`src/rtl/pvdev_pkg.sv`:
```
`timescale 1ns/1ps
package pvdev_pkg;

    typedef enum logic [1:0] {
        ST_IDLE   = 2'd0,
        ST_ACTIVE = 2'd1,
        ST_RESET  = 2'd2
    } life_t;

    localparam int OFS_HOSTF  = 0;
    localparam int OFS_GUESTF = 4;
    localparam int OFS_PFN    = 8;
    localparam int OFS_QNUM   = 12;
    localparam int OFS_QSEL   = 14;
    localparam int OFS_NOTIFY = 16;
    localparam int OFS_STATUS = 18;
    localparam int OFS_ISR    = 19;
    localparam int OFS_CFG    = 20;
    localparam int PFN_SHIFT  = 12;

    function automatic logic [31:0] size_mask(input logic [1:0] sz);
        logic [31:0] m;
        unique case (sz)
            2'd0:    m = 32'h0000_00FF;
            2'd1:    m = 32'h0000_FFFF;
            default: m = 32'hFFFF_FFFF;
        endcase
        return m;
    endfunction

endpackage

```
`src/rtl/pvdev_lifecycle.sv`:
```
`timescale 1ns/1ps
module pvdev_lifecycle
    import pvdev_pkg::*;
(
    input  logic clk,
    input  logic rst_n,
    input  logic stat_wr_i,
    input  logic stat_zero_i,
    output logic dev_reset_o,
    output logic dev_live_o
);
    life_t state_q, state_d;

    always_ff @(posedge clk) begin
        if (!rst_n) state_q <= ST_IDLE;
        else        state_q <= state_d;
    end

    always_comb begin
        state_d = state_q;
        unique case (state_q)
            ST_IDLE, ST_ACTIVE: begin
                if (stat_wr_i) state_d = stat_zero_i ? ST_RESET : ST_ACTIVE;
            end
            ST_RESET: begin
                if (stat_wr_i) state_d = stat_zero_i ? ST_RESET : ST_ACTIVE;
                else           state_d = ST_IDLE;
            end
            default: state_d = ST_IDLE;
        endcase
    end

    always_comb begin
        dev_reset_o = (state_q == ST_RESET);
        dev_live_o  = (state_q == ST_ACTIVE);
    end

    p_pulse_cause_r8: assert property (@(posedge clk) disable iff (!rst_n)
        dev_reset_o |-> $past(stat_wr_i && stat_zero_i));
    p_live_cause_r8: assert property (@(posedge clk) disable iff (!rst_n)
        $rose(dev_live_o) |-> $past(stat_wr_i && !stat_zero_i));

endmodule

```
`src/rtl/pvdev_queue_bank.sv`:
```
`timescale 1ns/1ps
module pvdev_queue_bank
    import pvdev_pkg::*;
#(
    parameter int NUM_Q = 16,
    parameter logic [NUM_Q-1:0][15:0] Q_SIZE = {NUM_Q{16'd256}},
    localparam int PA_W   = 32 + PFN_SHIFT,
    localparam int QIDX_W = (NUM_Q > 1) ? $clog2(NUM_Q) : 1
)(
    input  logic                          clk,
    input  logic                          rst_n,
    input  logic                          clear_i,
    input  logic                          sel_wr_i,
    input  logic [15:0]                   sel_val_i,
    input  logic                          pfn_wr_i,
    input  logic [31:0]                   pfn_val_i,
    output logic [15:0]                   sel_o,
    output logic [31:0]                   sel_pfn_o,
    output logic [15:0]                   sel_qsize_o,
    output logic [NUM_Q-1:0][PA_W-1:0]    qaddr_o
);
    logic [15:0]       sel_q;
    logic [QIDX_W-1:0] sel_idx;
    logic              sel_ok;

    assign sel_idx = sel_q[QIDX_W-1:0];
    assign sel_ok  = (32'(sel_val_i) < 32'(NUM_Q));

    always_ff @(posedge clk) begin
        if (!rst_n || clear_i)        sel_q <= '0;
        else if (sel_wr_i && sel_ok)  sel_q <= sel_val_i;
    end

    for (genvar q = 0; q < NUM_Q; q++) begin : g_ring
        always_ff @(posedge clk) begin
            if (!rst_n || clear_i)
                qaddr_o[q] <= '0;
            else if (pfn_wr_i && (32'(sel_idx) == q))
                qaddr_o[q] <= {pfn_val_i, {PFN_SHIFT{1'b0}}};
        end
    end

    always_comb begin
        sel_o       = sel_q;
        sel_pfn_o   = qaddr_o[sel_idx][PA_W-1:PFN_SHIFT];
        sel_qsize_o = Q_SIZE[sel_idx];
    end

    p_pfn_store_r4: assert property (@(posedge clk) disable iff (!rst_n)
        (pfn_wr_i && !clear_i) |=>
            qaddr_o[$past(sel_idx)] == {$past(pfn_val_i), {PFN_SHIFT{1'b0}}});
    p_sel_hold_r6: assert property (@(posedge clk) disable iff (!rst_n)
        (sel_wr_i && (32'(sel_val_i) >= 32'(NUM_Q)) && !clear_i) |=> $stable(sel_q));

endmodule

```
`src/rtl/pvdev_isr.sv`:
```
`timescale 1ns/1ps
module pvdev_isr (
    input  logic       clk,
    input  logic       rst_n,
    input  logic       clear_i,
    input  logic       rd_clr_i,
    input  logic [7:0] set_i,
    output logic [7:0] isr_o,
    output logic       irq_o
);
    logic [7:0] isr_q;

    always_ff @(posedge clk) begin
        if (!rst_n) isr_q <= '0;
        else        isr_q <= ((rd_clr_i || clear_i) ? 8'h00 : isr_q) | set_i;
    end

    always_comb begin
        isr_o = isr_q;
        irq_o = isr_q[0];
    end

    p_set_kept_r9: assert property (@(posedge clk) disable iff (!rst_n)
        (set_i != 8'h00) |=> ((isr_q & $past(set_i)) == $past(set_i)));
    p_read_clears_r9: assert property (@(posedge clk) disable iff (!rst_n)
        (rd_clr_i && set_i == 8'h00) |=> (isr_q == 8'h00));

endmodule

```
`src/rtl/pvdev_regblk.sv`:
```
`timescale 1ns/1ps
module pvdev_regblk
    import pvdev_pkg::*;
#(
    parameter int ADDR_W = 8,
    parameter int NUM_Q = 16,
    parameter logic [NUM_Q-1:0][15:0] Q_SIZE = {NUM_Q{16'd256}},
    parameter logic [31:0] HOST_FEAT = 32'h0000_0021,
    parameter int NE_BIT = 24,
    parameter int BAD_BIT = 30,
    parameter bit HAS_FALLBACK = 1'b1,
    parameter logic [31:0] FALLBACK_FEAT = 32'h0000_0001,
    parameter int CFG_LEN = 12,
    localparam int PA_W = 32 + PFN_SHIFT
)(
    input  logic                       clk,
    input  logic                       rst_n,
    input  logic [ADDR_W-1:0]          bus_addr,
    input  logic [1:0]                 bus_size,
    input  logic [31:0]                bus_wdata,
    input  logic                       bus_wr,
    input  logic                       bus_rd,
    output logic [31:0]                bus_rdata,
    input  logic [7:0]                 isr_set,
    output logic                       irq,
    output logic                       notify_valid,
    output logic [15:0]                notify_qidx,
    output logic                       dev_reset,
    output logic                       dev_live,
    output logic [31:0]                guest_feat,
    output logic [7:0]                 dev_status,
    output logic [NUM_Q-1:0][PA_W-1:0] q_addr,
    output logic [ADDR_W-1:0]          cfg_off,
    output logic [1:0]                 cfg_size,
    output logic [31:0]                cfg_wdata,
    output logic                       cfg_wr,
    output logic                       cfg_rd,
    input  logic [31:0]                cfg_rdata
);
    localparam logic [31:0] HOST_ADV =
        HOST_FEAT | (32'd1 << NE_BIT) | (32'd1 << BAD_BIT);
    localparam logic [31:0] FALLBACK_VAL = HAS_FALLBACK ? FALLBACK_FEAT : 32'h0;
    localparam int CFG_END = OFS_CFG + CFG_LEN;

    logic [31:0] amask, wval, raw;
    logic hit_hostf, hit_guest, hit_pfn, hit_qnum, hit_qsel;
    logic hit_notify, hit_status, hit_isr, in_cfg;
    logic dev_clr;
    logic [31:0] guest_q;
    logic [7:0]  status_q;
    logic        notify_q;
    logic [15:0] notify_idx_q;
    logic [15:0] sel_val, sel_qsize;
    logic [31:0] sel_pfn;
    logic [7:0]  isr_val;

    always_comb begin
        amask      = size_mask(bus_size);
        wval       = bus_wdata & amask;
        hit_hostf  = (32'(bus_addr) == OFS_HOSTF);
        hit_guest  = (32'(bus_addr) == OFS_GUESTF);
        hit_pfn    = (32'(bus_addr) == OFS_PFN);
        hit_qnum   = (32'(bus_addr) == OFS_QNUM);
        hit_qsel   = (32'(bus_addr) == OFS_QSEL);
        hit_notify = (32'(bus_addr) == OFS_NOTIFY);
        hit_status = (32'(bus_addr) == OFS_STATUS);
        hit_isr    = (32'(bus_addr) == OFS_ISR);
        in_cfg     = (32'(bus_addr) >= 32'(OFS_CFG)) && (32'(bus_addr) < 32'(CFG_END));
        dev_clr    = bus_wr && hit_status && (wval[7:0] == 8'h00);
    end

    always_ff @(posedge clk) begin
        if (!rst_n || dev_clr)
            guest_q <= '0;
        else if (bus_wr && hit_guest)
            guest_q <= wval[BAD_BIT] ? FALLBACK_VAL : wval;
    end

    always_ff @(posedge clk) begin
        if (!rst_n)                    status_q <= '0;
        else if (bus_wr && hit_status) status_q <= wval[7:0];
    end

    always_ff @(posedge clk) begin
        if (!rst_n) begin
            notify_q     <= 1'b0;
            notify_idx_q <= '0;
        end else begin
            notify_q <= bus_wr && hit_notify;
            if (bus_wr && hit_notify) notify_idx_q <= wval[15:0];
        end
    end

    pvdev_lifecycle u_life (
        .clk         (clk),
        .rst_n       (rst_n),
        .stat_wr_i   (bus_wr && hit_status),
        .stat_zero_i (wval[7:0] == 8'h00),
        .dev_reset_o (dev_reset),
        .dev_live_o  (dev_live)
    );

    pvdev_queue_bank #(.NUM_Q(NUM_Q), .Q_SIZE(Q_SIZE)) u_queues (
        .clk         (clk),
        .rst_n       (rst_n),
        .clear_i     (dev_clr),
        .sel_wr_i    (bus_wr && hit_qsel),
        .sel_val_i   (wval[15:0]),
        .pfn_wr_i    (bus_wr && hit_pfn),
        .pfn_val_i   (wval),
        .sel_o       (sel_val),
        .sel_pfn_o   (sel_pfn),
        .sel_qsize_o (sel_qsize),
        .qaddr_o     (q_addr)
    );

    pvdev_isr u_isr (
        .clk      (clk),
        .rst_n    (rst_n),
        .clear_i  (dev_clr),
        .rd_clr_i (bus_rd && hit_isr),
        .set_i    (isr_set),
        .isr_o    (isr_val),
        .irq_o    (irq)
    );

    always_comb begin
        raw = 32'hFFFF_FFFF;
        if (hit_hostf)       raw = HOST_ADV;
        else if (hit_guest)  raw = guest_q;
        else if (hit_pfn)    raw = sel_pfn;
        else if (hit_qnum)   raw = {16'h0, sel_qsize};
        else if (hit_qsel)   raw = {16'h0, sel_val};
        else if (hit_status) raw = {24'h0, status_q};
        else if (hit_isr)    raw = {24'h0, isr_val};
        else if (in_cfg)     raw = cfg_rdata;
        bus_rdata = raw & amask;
    end

    always_comb begin
        cfg_off      = bus_addr - ADDR_W'(OFS_CFG);
        cfg_size     = bus_size;
        cfg_wdata    = bus_wdata;
        cfg_wr       = bus_wr && in_cfg;
        cfg_rd       = bus_rd && in_cfg;
        guest_feat   = guest_q;
        dev_status   = status_q;
        notify_valid = notify_q;
        notify_qidx  = notify_idx_q;
    end

    p_notify_src_r7: assert property (@(posedge clk) disable iff (!rst_n)
        notify_valid |-> $past(bus_wr && hit_notify));
    p_status_low_byte_r8: assert property (@(posedge clk) disable iff (!rst_n)
        (bus_wr && hit_status) |=> (dev_status == $past(bus_wdata[7:0])));

endmodule

```
`config.mk`:
```
export PLATFORM = sky130hd
export DESIGN_NAME = pvdev_regblk
export DESIGN_NICKNAME = d
export VERILOG_FILES = /design/src/rtl/pvdev_pkg.sv /design/src/rtl/pvdev_lifecycle.sv /design/src/rtl/pvdev_queue_bank.sv /design/src/rtl/pvdev_isr.sv /design/src/rtl/pvdev_regblk.sv
export SDC_FILE = /design/constraint.sdc
export NUM_CORES = 1
export LEC_CHECK = 0
export ABC_AREA = 1
export BUFFER_PORTS_ARGS = -buffer_cell sky130_fd_sc_hd__clkbuf_2
export CAP_MARGIN = 20
export CORE_AREA = 4 4 359 361
export DETAILED_ROUTE_END_ITERATION = 8
export DIE_AREA = 0 0 363 365
export GPL_ROUTABILITY_DRIVEN = 0
export PLACE_DENSITY_LB_ADDON = 0.3
export SLEW_MARGIN = 20
export SYNTH_ARGS = -nofsm -noshare
export SYNTH_HDL_FRONTEND = slang
export SYNTH_SLANG_ARGS = --single-unit
```
`constraint.sdc`:
```
create_clock -name clk -period 3.9 [get_ports clk]
set_input_delay 0.78 -clock clk [delete_from_list [all_inputs] [get_ports clk]]
set_output_delay 0.78 -clock clk [all_outputs]
set_load 0.1 [all_outputs]
```
==> flow_summary_export.csv <==
group,metric,value,unit
synth,syn_area,0.0288,sq mm
setup_path,end_kind,"output pin",
cts,clk_pin_slew_worst_paths,60,ps
place,place_inst,6144,
sta,skew,25.8,ps
sta,hold_viol,0,
synth,ys_ff_latch,594,
power_and_ir_drop,p_int,0.0106,W
routing,viasPerCell,4.62,
worst_hold_path,hp-class,"in2reg",
synth,synth.most_common_cell,"inv_1",
global_routing,grt_pass1_wl,225000,um
cts,htree_levels,3,
run_status,status,"completed",
global_routing,grt_pass1_vias,27300,
floorplanning,core,0.125,sq mm
synth,synthArstFlopShare,0,%
setup_path,critPathCapture,"bus_rdata[10]",
synth,synthCells,3950,
setup_path,r2r_end,"u_queues.qaddr_o[380]",
cts,cts_max_path_buffers,3,
floorplanning,start_util,23.0,%
flow_run,drv_cap,0,
routing,drtAntennaViolNets,0,
setup_path,r2r_setup_slack,1380,ps
routing,drt_iter0_markers,2348,
layout,diodes,0,
synth,ys_top_cells_by_count,"inv_1, dfxtp_1, a21oi_1",
global_routing,grt_use_met2,43.4,%
global_routing,antenna_found_initial,6,
power_and_ir_drop,p_comb_share,12.7,%
synth,seq_area_frac_synth,41.3,%
power_and_ir_drop,p_sw,0.00479,W
setup_path,reg2regPathDepth,7,
sta,fin_crit_sh,98.0,%
setup_path,worstPathRequired,3120,ps
floorplanning,pin_count,926,
synth,synth_top_area_share,41.3,%
routing,wire_per_inst,26.5,um
sta,min_period,3820,ps
sta,slew_violations,0,
global_routing,gr-usage-met3,5.25,%
floorplanning,die_area,0.132,sq mm
global_routing,grt_max_degree,94,
routing,dr_total_vias,29100,
floorplanning,die_h,365,um
setup_path,arrival,3040,ps
synth,synth_edf_count,0,
layout,area_growth,30.6,%
synth,ys_types,38,
routing,dr.pass1.iters,5,
cts,numCtsBuffers,77,
power_and_ir_drop,p_seq_share,39.6,%
power_and_ir_drop,power,0.0153,W
worst_hold_path,min_path_cells,3,
setup_path,reg2reg_from,"u_queues.sel_o[3]",
layout,final_util,30.0,%
synth,syn_area_per_cell,7.29,sq um
sta,setup_violations,0,
floorplanning,chipWidth,363,um
power_and_ir_drop,p_clk_share,47.7,%
layout,drive_gt1_share,26.7,%
cts,clk_latency,670,ps
synth,ys.flop_type,"dfxtp_1",
setup_path,path_class,"in2out",
routing,drc,0,
sta,fmax,0.262,GHz
layout,layout.nets,4684,
global_routing,globalRoute.busiestLayer,"met2",
place,portBuffers,732,
floorplanning,rows,130,
synth,yosysWarnings,0,
place,hpwl,123000,um
power_and_ir_drop,max-vdd-ir-drop,0.316,mV
global_routing,grtUsageMet1,28.0,%
synth,synth.area.top_cells,"dfxtp_1, a21oi_1, inv_1",
layout,fillCellCount,13600,
synth,yosysTopAreaCell,"dfxtp_1",
sta,worstMarginPinSlew,1190,ps
cts,cts-root-buf,"clkbuf_16",
power_and_ir_drop,powerDensity,408,mW/mm^2
global_routing,grt_remaining_overflow,0,
power_and_ir_drop,p_leak,15.8,nW
routing,routed_wl,167000,um
global_routing,grt_usage,24.0,%
cts,cts_tree,"built",
cts,clock_sinks,594,
power_and_ir_drop,swShare,31.2,%
layout,finalNonFillerCells,6298,
setup_path,cp_max_fo,36,
setup_path,critPathLaunchType,"input pin",
setup_path,crit_start,"bus_addr[7]",
sta,timing.slew.headroom,20.8,%
## final cells by class
type	instances	area (sq um)	share of cell area, %
inverter	624	2380	6.32
clock inverter	31	433	1.15
sequential	594	11900	31.6
clock buffer	103	2130	5.67
multi-input combinational	2404	12900	34.2
tap	1650	2060	5.49
timing repair buffer	892	5840	15.5
## cells by family (layout without fill, tap and decap cells)
family | Yosys count | in the layout | share of synthesized area [%]
flip-flops | 594 | 594 | 41.3
buffers and inverters | 1145 | 1650 | 19.3
AND/OR/NAND/NOR | 831 | 832 | 12.3
XOR/XNOR | 4 | 4 | 0.122
other | 1 | 193 | 0.0130
AO/OA/AOI/OAI | 1370 | 1370 | 26.7
adder cells (fa/ha/maj) | 5 | 5 | 0.217
## cells in the final DEF (no fill, tap or decap), types with 8 or more instances in the layout
cell type / n
nor2_1: 258
clkbuf_2: 698
o21ai_2: 9
a22oi_1: 10
nand2_2: 22
nand2_4: 16
o2111ai_1: 15
o22ai_1: 122
clkinv_2: 11
buf_6: 8
dfxtp_1: 592
nand2_1: 363
clkbuf_1: 15
a211oi_2: 56
a21oi_1: 510
a211oi_1: 65
buf_4: 123
clkbuf_16: 77
o21ai_1: 255
o21ai_0: 292
nor3_1: 8
inv_1: 612
conb_1: 193
nor2_4: 43
a21oi_2: 11
nor2_2: 15
nand3_1: 67
nand4_1: 16
o21ai_4: 9
clkbuf_8: 11
buf_12: 53
nand3_2: 8
## sequential cells by signal, summed over array words and instances (netlist names)
signal            flops
u_life.state_q        2
u_queues.qaddr_o    512
notify_qidx          16
u_queues.sel_o       16
dev_status            8
u_isr.isr_o           8
guest_feat           31
notify_valid          1
## through the flow
stage               instance area (sq um)  setup slack, ps  TNS, ps  hold WS, ps
finish                              37600             76.3        0          339
global placement                    34100             -465    -3480          424
floorplan                           29700            -80.5     -252          415
global route                        37600            -2.98    -9.27          325
detailed placement                  34100             -442    -3160          424
CTS                                 37400            -56.1     -175          280
## power groups by stage
stage               logic [W]  clock network [W]  registers (W)
finish                0.00195            0.00732        0.00608
global route          0.00202            0.00770        0.00608
CTS                   0.00195            0.00747        0.00608
detailed placement    0.00195                  0        0.00621
global placement      0.00195                  0        0.00621
floorplan             0.00171                  0        0.00623
## critical path: stages
cell and delay, ps:
clkbuf_2 150, inv_2 120, nand2_1 90, nor2_4 140, nand3_2 140, bufinv_8 500, nand2_1 320, o21ai_4 270
nor2_1 90, nor2_2 140, buf_12 190
## per-layer routing
layer	wire length, um	share of wire, %
met2	84400	51
met4	5450	3.3
met1	65600	39
met3	11600	6.9
met5	9	0.0054
## worst min path at each step
stage,startpoint,end,slack (ps)
2_1_floorplan,u_queues.sel_o[4],u_queues.sel_o[4],410
3_3_place_gp,u_queues.sel_o[6],u_queues.sel_o[6],420
3_5_place_dp,u_queues.sel_o[6],u_queues.sel_o[6],420
4_1_cts,isr_set[7],u_isr.isr_o[7],280
5_1_grt,isr_set[0],u_isr.isr_o[0],320
6_report,isr_set[7],u_isr.isr_o[7],340
## timing repair
| action | 4_1_cts | 5_1_grt |
|---|---|---|
| setup endpoints to repair | 32 | 19 |
| setup buffers | 11 | 2 |
| hold buffers | 0 | 0 |
| pin swaps | 16 | 10 |
| gates resized for setup | 132 | 38 |
| cloned | 7 | 0 |
No activity file was read; power rests on OpenSTA's default activity.
